`config.mk`:
```
export PLATFORM = sky130hd
export DESIGN_NAME = gate_kill_guard
export DESIGN_NICKNAME = d
export VERILOG_FILES = /design/src/rtl/gk_pkg.sv /design/src/rtl/gk_glitch_filter.sv /design/src/rtl/gk_fault_latch.sv /design/src/rtl/gk_out_stage.sv /design/src/rtl/gate_kill_guard.sv
export SDC_FILE = /design/constraint.sdc
export NUM_CORES = 1
export LEC_CHECK = 0
export BUFFER_PORTS_ARGS = -buffer_cell sky130_fd_sc_hd__buf_2
export CAP_MARGIN = 25
export CORE_UTILIZATION = 30
export CTS_CLUSTER_SIZE = 40
export DETAILED_ROUTE_END_ITERATION = 6
export HOLD_SLACK_MARGIN = 0.1
export PLACE_DENSITY_LB_ADDON = 0.2
export SKIP_CTS_REPAIR_TIMING = 1
export SYNTH_ARGS = -nofsm -noshare
export SYNTH_HDL_FRONTEND = slang
export SYNTH_SLANG_ARGS = --single-unit
export TNS_END_PERCENT = 20
```
`constraint.sdc`:
```
create_clock -name clk_i -period 3.1 [get_ports clk_i]
set_input_delay 0.155 -clock clk_i [delete_from_list [all_inputs] [get_ports clk_i]]
set_output_delay 0.155 -clock clk_i [all_outputs]
set_load 0.005 [all_outputs]
```
`src/rtl/gk_pkg.sv`:
```
package gk_pkg;
  localparam int unsigned MIN_FILT_LEN  = 32;
  localparam int unsigned SYNC_STAGES   = 2;
  localparam int unsigned NUM_GROUPS    = 2;
  localparam logic        MOTOR_POL_RST = 1'b1;
  localparam logic        PFC_POL_RST   = 1'b0;

  typedef enum int unsigned {
    GRP_MOTOR = 0,
    GRP_PFC   = 1
  } grp_e;
endpackage

```
`src/rtl/gk_glitch_filter.sv`:
```
module gk_glitch_filter #(
  parameter int unsigned LEN_W   = 8,
  parameter int unsigned MIN_LEN = 32,
  parameter int unsigned SYNC_N  = 2
) (
  input  logic             clk_i,
  input  logic             rst_ni,
  input  logic             kill_ni,
  input  logic [LEN_W-1:0] len_i,
  output logic             kill_s_o,
  output logic             trip_o
);
  localparam logic [LEN_W-1:0] MinLen = LEN_W'(MIN_LEN);
  localparam logic [LEN_W-1:0] CntMax = '1;

  logic [SYNC_N-1:0] sync_q;
  logic [LEN_W-1:0]  cnt_q;
  logic [LEN_W-1:0]  eff_len;
  logic              lvl;

  always_ff @(posedge clk_i or negedge rst_ni) begin
    if (!rst_ni) sync_q <= '1;
    else         sync_q <= {sync_q[SYNC_N-2:0], kill_ni};
  end

  assign lvl = sync_q[SYNC_N-1];

  // short settings are raised to the floor
  assign eff_len = (len_i < MinLen) ? MinLen : len_i;

  always_ff @(posedge clk_i or negedge rst_ni) begin
    if (!rst_ni)             cnt_q <= '0;
    else if (lvl)            cnt_q <= '0;
    else if (cnt_q != CntMax) cnt_q <= cnt_q + 1'b1;
  end

  assign trip_o   = !lvl && (cnt_q == eff_len - 1'b1);
  assign kill_s_o = lvl;
endmodule

```
`src/rtl/gk_fault_latch.sv`:
```
module gk_fault_latch (
  input  logic clk_i,
  input  logic rst_ni,
  input  logic trip_i,
  input  logic kill_s_i,
  input  logic clr_i,
  output logic fault_o
);
  logic fault_q;

  always_ff @(posedge clk_i or negedge rst_ni) begin
    if (!rst_ni)                  fault_q <= 1'b0;
    else if (trip_i)              fault_q <= 1'b1;
    else if (clr_i && kill_s_i)   fault_q <= 1'b0;
  end

  assign fault_o = fault_q;
endmodule

```
`src/rtl/gk_out_stage.sv`:
```
module gk_out_stage #(
  parameter int unsigned N       = 6,
  parameter logic        RST_POL = 1'b1
) (
  input  logic         clk_i,
  input  logic         rst_ni,
  input  logic [N-1:0] cmd_i,
  input  logic         fault_i,
  input  logic [N-1:0] pol_i,
  output logic [N-1:0] gate_o
);
  logic [N-1:0] gate_q;

  for (genvar i = 0; i < N; i++) begin : g_pin
    logic on;
    assign on = cmd_i[i] & ~fault_i;
    always_ff @(posedge clk_i or negedge rst_ni) begin
      if (!rst_ni) gate_q[i] <= ~RST_POL;
      else         gate_q[i] <= ~(on ^ pol_i[i]);
    end
  end

  assign gate_o = gate_q;
endmodule

```
`src/rtl/gate_kill_guard.sv`:
```
module gate_kill_guard
  import gk_pkg::*;
#(
  parameter int unsigned LEN_W  = 8,
  parameter int unsigned PHASES = 6
) (
  input  logic              clk_i,
  input  logic              rst_ni,
  input  logic [PHASES-1:0] motor_pwm_i,
  input  logic              pfc_pwm_i,
  input  logic              motor_kill_ni,
  input  logic              pfc_kill_ni,
  input  logic [LEN_W-1:0]  motor_filt_len_i,
  input  logic [LEN_W-1:0]  pfc_filt_len_i,
  input  logic              motor_clr_i,
  input  logic              pfc_clr_i,
  input  logic              pol_wr_i,
  input  logic [PHASES:0]   pol_wdata_i,
  output logic [PHASES-1:0] motor_gate_o,
  output logic              pfc_gate_o,
  output logic              motor_fault_o,
  output logic              pfc_fault_o
);
  localparam int unsigned POL_W = PHASES + 1;
  localparam logic [POL_W-1:0] PolRst = {PFC_POL_RST, {PHASES{MOTOR_POL_RST}}};

  logic [NUM_GROUPS-1:0] kill_n, kill_s, trip, clr, fault;
  logic [LEN_W-1:0]      len [NUM_GROUPS];
  logic [POL_W-1:0]      pol_q;

  assign kill_n[GRP_MOTOR] = motor_kill_ni;
  assign kill_n[GRP_PFC]   = pfc_kill_ni;
  assign len[GRP_MOTOR]    = motor_filt_len_i;
  assign len[GRP_PFC]      = pfc_filt_len_i;
  assign clr[GRP_MOTOR]    = motor_clr_i;
  assign clr[GRP_PFC]      = pfc_clr_i;

  for (genvar g = 0; g < NUM_GROUPS; g++) begin : g_grp
    gk_glitch_filter #(
      .LEN_W  (LEN_W),
      .MIN_LEN(MIN_FILT_LEN),
      .SYNC_N (SYNC_STAGES)
    ) i_filt (
      .clk_i   (clk_i),
      .rst_ni  (rst_ni),
      .kill_ni (kill_n[g]),
      .len_i   (len[g]),
      .kill_s_o(kill_s[g]),
      .trip_o  (trip[g])
    );

    gk_fault_latch i_latch (
      .clk_i   (clk_i),
      .rst_ni  (rst_ni),
      .trip_i  (trip[g]),
      .kill_s_i(kill_s[g]),
      .clr_i   (clr[g]),
      .fault_o (fault[g])
    );
  end

  always_ff @(posedge clk_i or negedge rst_ni) begin
    if (!rst_ni)       pol_q <= PolRst;
    else if (pol_wr_i) pol_q <= pol_wdata_i;
  end

  gk_out_stage #(.N(PHASES), .RST_POL(MOTOR_POL_RST)) i_motor_out (
    .clk_i  (clk_i),
    .rst_ni (rst_ni),
    .cmd_i  (motor_pwm_i),
    .fault_i(fault[GRP_MOTOR]),
    .pol_i  (pol_q[PHASES-1:0]),
    .gate_o (motor_gate_o)
  );

  gk_out_stage #(.N(1), .RST_POL(PFC_POL_RST)) i_pfc_out (
    .clk_i  (clk_i),
    .rst_ni (rst_ni),
    .cmd_i  (pfc_pwm_i),
    .fault_i(fault[GRP_PFC]),
    .pol_i  (pol_q[PHASES]),
    .gate_o (pfc_gate_o)
  );

  assign motor_fault_o = fault[GRP_MOTOR];
  assign pfc_fault_o   = fault[GRP_PFC];
endmodule

```
==> metrics.cfg, run 1 <==
[run_status]
status = completed

[cts]
clk_latency_ns = 0.28
cts_buffers = 5
cts_buffer_depth = 2
cts_max_level = 2
cts_root_buf = clkbuf_8
cts_tree = yes
clk_pin_slew_worst_paths_ns = 0.07
clock-sinks = 36

[timing]
clock.fmax_mhz = 468
rsz0062_at_grt = false
fin_crit_ns = 2.13
skew_ns = 0.00335
finalHoldViolations = 0
tns_ns = 0
final_max_slew_viol_count = 0
fin_ws_ns = 0.965
worst_pin_slew_ns = 0.791
max-slew-margin-rel = 0.473
fin_crit_sh = 0.689
finalSetupViolations = 0

[final_layout]
fin_nets = 321
area.growth.synth_to_final_pct = 21.0
fillers = 755
drive_above_1_share = 0.281
n_antenna_cell = 0

[routing]
first_pass_iters = 4
final_antenna_net_count = 0
drc = 0
wl_per_cell_um = 12.1
drtIter0Drc = 67
drt_wl_total_um = 4580
route.vias.total = 1804
vias_per_cell = 4.75

[worst_setup_path]
cp.arrival_ns = 2.33
r2r_slack_ns = 1.36
start_kind = primary input
endpoint_kind = flop
required_ns = 3.29
setup.worst_path.class = in2reg
crit_path_max_fanout = 8

[power]
cellPowerDensity_nw_per_um2 = 393
ir_drop_uv = 170
p_leak_nw = 1.17

[floorplan]
die_h_um = 88.7
io_pins = 46
dieArea_um2 = 7870
start_util = 0.311
rows = 31
dieWidth_um = 88.7
core_area_um2 = 7250

[synthesis]
ys_async_sr_fraction = 1.00
yosysWarnings = 0
yosys.area.top_type = dfrtp_1
synth_cells = 231
yosys.area_share.adder = 0.0222
synth_compound_area_frac = 0.135
synth_cell_type_count = 54
synth-simple-area-share = 0.220
ys_seq_elements = 36
yosysTopAreaCellShare = 0.277
post_synth_instance_area_um2 = 2250
synthMuxAreaShare = 0.0727
synthFlopType = dfrtp_1
synth_edf_count = 0
synth_fp_nets = 272
synth_xor_xnor_area_share = 0.109
synth_top_family_by_area = simple AND/OR/NAND/NOR gates
synth_area_per_cell_um2 = 9.76
ys_top_cells_by_count = dfrtp_1, nand2_1, nor2_1, xnor2_1, xor2_1
ys_seq_area_frac = 0.406
synthTopCellsByArea = dfrtp_1, dfstp_2, xnor2_1
yosysMostFrequentCell = dfrtp_1

[grt]
grt_max_degree = 37
overflow = 0
grt_use_total = 0.125
antenna_found_initial = 0
grt_pass1_wl_um = 7590
grt_pass1_vias = 1616

[placement]
dp_hpwl_um = 3360
place.gp.congestion = 0.799
dp_slack_ns = 0.687
portBuffers = 45

[worst_hold_path]
holdCritPathClass = in2reg

[job]
cap_violations = 0

==> through the flow <==
stage	power, mW	area, um2	hold WS [ns]	cells	utilization
detailed placement	0.722	2540	0.261	363	0.351
floorplan	0.648	2250	-0.141	231	-
CTS	1.08	2640	-0.0552	371	0.364
global placement	0.720	2540	0.261	363	0.351
finish	1.07	2730	0.103	380	0.376
global route	1.14	2730	0.103	380	0.376
==> cell families after synthesis <==
kind of cell,Yosys count
buf+inv,17
flops,36
mux,15
xor+xnor,28
compound gates,41
simple gates,90
fa+ha+maj,4
==> worst max-delay path, cell delays in order <==
cell      delay, ns
buf_2          0.13
or3_1          0.51
nand2_1        0.12
ha_1           0.24
nor3b_1        0.42
a311oi_1       0.17
nor4_1         0.28
a31oi_1        0.13
a221oi_2       0.17
==> power by group <==
group          switching (mW)  internal [mW]
sequential             0.0238          0.511
clock                   0.172          0.182
combinational          0.0863         0.0973
total                   0.282          0.790
==> cells in the final DEF, fill, tap and decap left out, drive strengths merged, types with 4 or more instances in the layout <==
| cell | synthesis | routed |
|---|---|---|
| a21oi | 7 | 7 |
| and3 | 4 | 4 |
| buf | 3 | 45 |
| clkbuf | 9 | 6 |
| dfrtp | 25 | 25 |
| dfstp | 11 | 11 |
| dlygate4sd3 | 0 | 9 |
| ha | 4 | 4 |
| inv | 5 | 6 |
| mux2 | 8 | 8 |
| mux2i | 7 | 7 |
| nand2 | 19 | 19 |
| nand2b | 4 | 4 |
| nand3 | 4 | 4 |
| nand3b | 4 | 4 |
| nand4 | 6 | 6 |
| nor2 | 18 | 18 |
| nor2b | 9 | 9 |
| nor3 | 6 | 6 |
| o21ai | 5 | 5 |
| or3 | 4 | 4 |
| xnor2 | 16 | 16 |
| xor2 | 12 | 12 |
==> sequential cells by signal (all words and copies together), names as in the netlist <==
| register | flops |
|---|---|
| i_motor_out.gate_o | 6 |
| g_grp.i_latch.fault_o | 2 |
| g_grp.i_filt.sync_q | 4 |
| g_grp.i_filt.cnt_q | 16 |
| pol_q | 7 |
| i_pfc_out.gate_o | 1 |
==> per-layer routing <==
layer  part of all wire  routed length, um  track usage  up-vias
met5                  0                  0            0        -
met4             0.0076                 35       0.0352        0
met3              0.036                167       0.0289        4
met2               0.48               2220        0.215       27
met1               0.47               2170        0.155      844
li1                   -                  -            -      929
==> area by class of cell <==
type | count | area, um2 | share of cell area
clock buffer | 6 | 82.6 | 0.0303
clock inverter | 2 | 13.8 | 0.00504
inverter | 5 | 18.8 | 0.00688
multi-input combinational | 178 | 1260 | 0.462
sequential | 36 | 915 | 0.335
tap | 99 | 124 | 0.0454
timing repair buffer | 54 | 315 | 0.116
==> worst paths after layout <==
kind,from,end,cells after the start
max in group asynchronous,rst_ni,g_grp[0].i_filt.cnt_q[6]$_DFFE_PN0P_,2
min in group asynchronous,rst_ni,g_grp[1].i_filt.cnt_q[5]$_DFFE_PN0P_,2
max,motor_filt_len_i[6],g_grp[0].i_latch.fault_o$_DFFE_PN0P_,9
min reg2reg,g_grp[0].i_filt.sync_q[0]$_DFF_PN1_,g_grp[0].i_filt.sync_q[1]$_DFF_PN1_,0
min,pol_wdata_i[6],pol_q[6]$_DFFE_PN0P_,2
max reg2reg,g_grp[1].i_filt.cnt_q[0]$_DFFE_PN0P_,g_grp[1].i_filt.cnt_q[4]$_DFFE_PN0P_,6
Power figures use the tool's default switching activity.
==> run 2: changes to the inputs <==
clock period = 1.77 ns   (was 3.1 ns; I/O delays follow)
==> run 2 against run 1 <==
Against the previous run: core utilization up 3.3 points; critical path depth unchanged; non-clock buffer count up 26; global-route usage up 0.63 points; via count up 5.8%; sequential cell count unchanged; first-iteration DRC count down 22%; sequential power up 74%; cell area up 8.8%; critical endpoint unchanged.
==> metrics.cfg, run 2 (synthesis results as in run 1) <==
[worst_setup_path]
crit_family = simple AND/OR/NAND/NOR gates  ; unchanged
timing.rr.end = g_grp[1].i_filt.cnt_q[4]$_DFFE_PN0P_  ; unchanged
crit_slowest_cell = or3_1  ; unchanged
r2r_start = g_grp[1].i_filt.cnt_q[0]$_DFFE_PN0P_  ; unchanged
path_buf_inv = 1  ; unchanged
crit_path_cell_trace = buf_2, or3_1, nand2_4, ha_4, xnor2_1, a211o_1, nor4_1, a31oi_1, a221oi_2  ; was buf_2, or3_1, nand2_1, ha_1, nor3b_1, a311oi_1, nor4_1, a31oi_1, a221oi_2
cp_slowest_stage_delay_ns = 0.47  ; was 0.51 ns
reg2regPathDepth = 6  ; unchanged
setup.worst_path.class = in2reg  ; unchanged
cp_num_cells = 9  ; unchanged
start_kind = primary input  ; unchanged
endpoint_kind = flop  ; unchanged
r2r_slack_ns = 0.13  ; was 1.36 ns
required_ns = 1.96  ; was 3.29 ns
crit_path_max_fanout = 3  ; was 8
startpoint = motor_filt_len_i[5]  ; was motor_filt_len_i[6]
crit_path_end = g_grp[0].i_latch.fault_o$_DFFE_PN0P_  ; unchanged
cp.arrival_ns = 1.87  ; was 2.33 ns

[routing]
vias_per_cell = 4.70  ; was 4.75
route.vias.total = 1908  ; was 1804
drc = 0  ; unchanged
met1_length_um = 2480  ; was 2170 um
final_antenna_net_count = 0  ; unchanged
first_pass_iters = 4  ; unchanged
drtIter0Drc = 52  ; was 67
drt_wl_total_um = 4850  ; was 4580 um
wl_per_cell_um = 11.9  ; was 12.1 um
route.met2.wl_um = 2170  ; was 2220 um
dr.max_layer_used = met4  ; unchanged
met3_length_um = 158  ; was 167 um

[grt]
grt_max_degree = 37  ; unchanged
overflow = 0  ; unchanged
grt_use_total = 0.131  ; was 0.125
grt_pass1_vias = 1709  ; was 1616
antenna_found_initial = 0  ; unchanged
grt_pass1_wl_um = 7970  ; was 7590 um

[placement]
dp_hpwl_um = 3650  ; was 3360 um
portBuffers = 45  ; unchanged
place.gp.congestion = 0.797  ; was 0.799
placed_cell_area_um2 = 2770  ; was 2540 um2

[final_layout]
layout_common_cells = buf_2, buf_4, dfrtp_1  ; was buf_2, dfrtp_1, nand2_1
area.growth.synth_to_final_pct = 31.7  ; was 21.0%
drive_above_1_share = 0.355  ; was 0.281
largest_reg_flops = 16  ; unchanged
final_area_um2 = 2970  ; was 2730 um2
final_common_cell = buf_2  ; unchanged
fin_nets = 347  ; was 321
n_antenna_cell = 0  ; unchanged
utilization = 0.409  ; was 0.376
regMostFlops = g_grp.i_filt.cnt_q  ; unchanged

[cts]
cts_max_level = 2  ; unchanged
cts_tree = yes  ; unchanged
cts_buffers = 5  ; unchanged
cts_root_buf = clkbuf_8  ; unchanged
clk_pin_slew_worst_paths_ns = 0.07  ; about the same
cts_buffer_depth = 2  ; unchanged
clk_latency_ns = 0.28  ; about the same
clock-sinks = 36  ; unchanged

[floorplan]
die_h_um = 88.7  ; unchanged
dieWidth_um = 88.7  ; unchanged
io_pins = 46  ; unchanged
start_util = 0.311  ; unchanged
core_area_um2 = 7250  ; unchanged
dieArea_um2 = 7870  ; unchanged
rows = 31  ; unchanged

[run_status]
status = completed  ; unchanged

[timing]
max-slew-margin-rel = 0.700  ; was 0.473
finalSetupViolations = 0  ; unchanged
fin_crit_sh = 0.948
rsz0062_at_grt = false  ; unchanged
clock.fmax_mhz = 596
worst_pin_slew_ns = 0.446  ; was 0.791 ns
finalHoldViolations = 0  ; unchanged
fin_crit_ns = 1.68
final_max_slew_viol_count = 0  ; unchanged
skew_ns = 0.00245  ; was 0.00335 ns

[power]
cellPowerDensity_nw_per_um2 = 642  ; was 393 nW/um2
ir_drop_uv = 289  ; was 170 uV
p_leak_nw = 1.30  ; was 1.17 nW
p_total_mw = 1.91  ; was 1.07 mW

[worst_hold_path]
holdCritPathClass = in2reg  ; unchanged

[job]
cap_violations = 0  ; unchanged

-- run 2: changes by cell type in the layout (fill, tap and decap cells not counted), sizes merged --
| cell | before | now |
|---|---|---|
| dlygate4sd3 | 9 | 10 |
| clkinv | 1 | 0 |
| inv | 6 | 5 |
| clkbuf | 6 | 8 |
| buf | 45 | 70 |
-- run 2: cell type report --
cell class	instances	area, um2
multi-input combinational	178	1310
inverter	5	18.8
clock buffer	8	90.1
tap	99	124
sequential	36	916
fill	753	4280
timing repair buffer	80	513
-- run 2: metal layers --
metal,global-route usage,up-vias
li1,-,978
met1,0.182,890
met2,0.205,36
met3,0.0289,4
met4,0.0352,0
met5,0,-
-- run 2: worst min-delay path by stage --
| stage | depth (start not counted) | slack, ns | endpoint | from |
|---|---|---|---|---|
| final | 3 | 0.11 | i_pfc_out.gate_o$_DFF_PN1_ | pfc_pwm_i |
| after global placement | 2 | 0.16 | g_grp[1].i_filt.cnt_q[5]$_DFFE_PN0P_ | rst_ni |
| after floorplan | 0 | -0.21 | g_grp[0].i_filt.cnt_q[0]$_DFFE_PN0P_ | rst_ni |
| after global routing | 3 | 0.13 | i_pfc_out.gate_o$_DFF_PN1_ | pfc_pwm_i |
| after CTS | 2 | -0.15 | g_grp[1].i_filt.cnt_q[5]$_DFFE_PN0P_ | rst_ni |
| after detailed placement | 2 | 0.16 | g_grp[1].i_filt.cnt_q[5]$_DFFE_PN0P_ | rst_ni |
-- run 2: tightest hold or removal path, cell delays in order --
cell	delay [ns]
buf_2	0.07
nor2b_1	0.14
xnor2_1	0.08
-- run 2: stage by stage --
stage | hold WS, ns | cells | TNS [ns] | setup slack (ns)
3_5_place_dp | 0.163 | 388 | -0.421 | -0.213
6_report | 0.111 | 406 | 0 | 0.0913
5_1_grt | 0.135 | 406 | 0 | 0.0180
3_3_place_gp | 0.165 | 388 | -0.371 | -0.197
4_1_cts | -0.147 | 396 | 0 | 0.0759
2_1_floorplan | -0.207 | 231 | -0.0372 | -0.0340
-- run 2: where the power goes --
part	internal, mW	total (mW)	switching [mW]
combinational	0.211	0.386	0.175
sequential	0.896	0.931	0.0355
clock	0.317	0.589	0.272
total	1.42	1.91	0.482
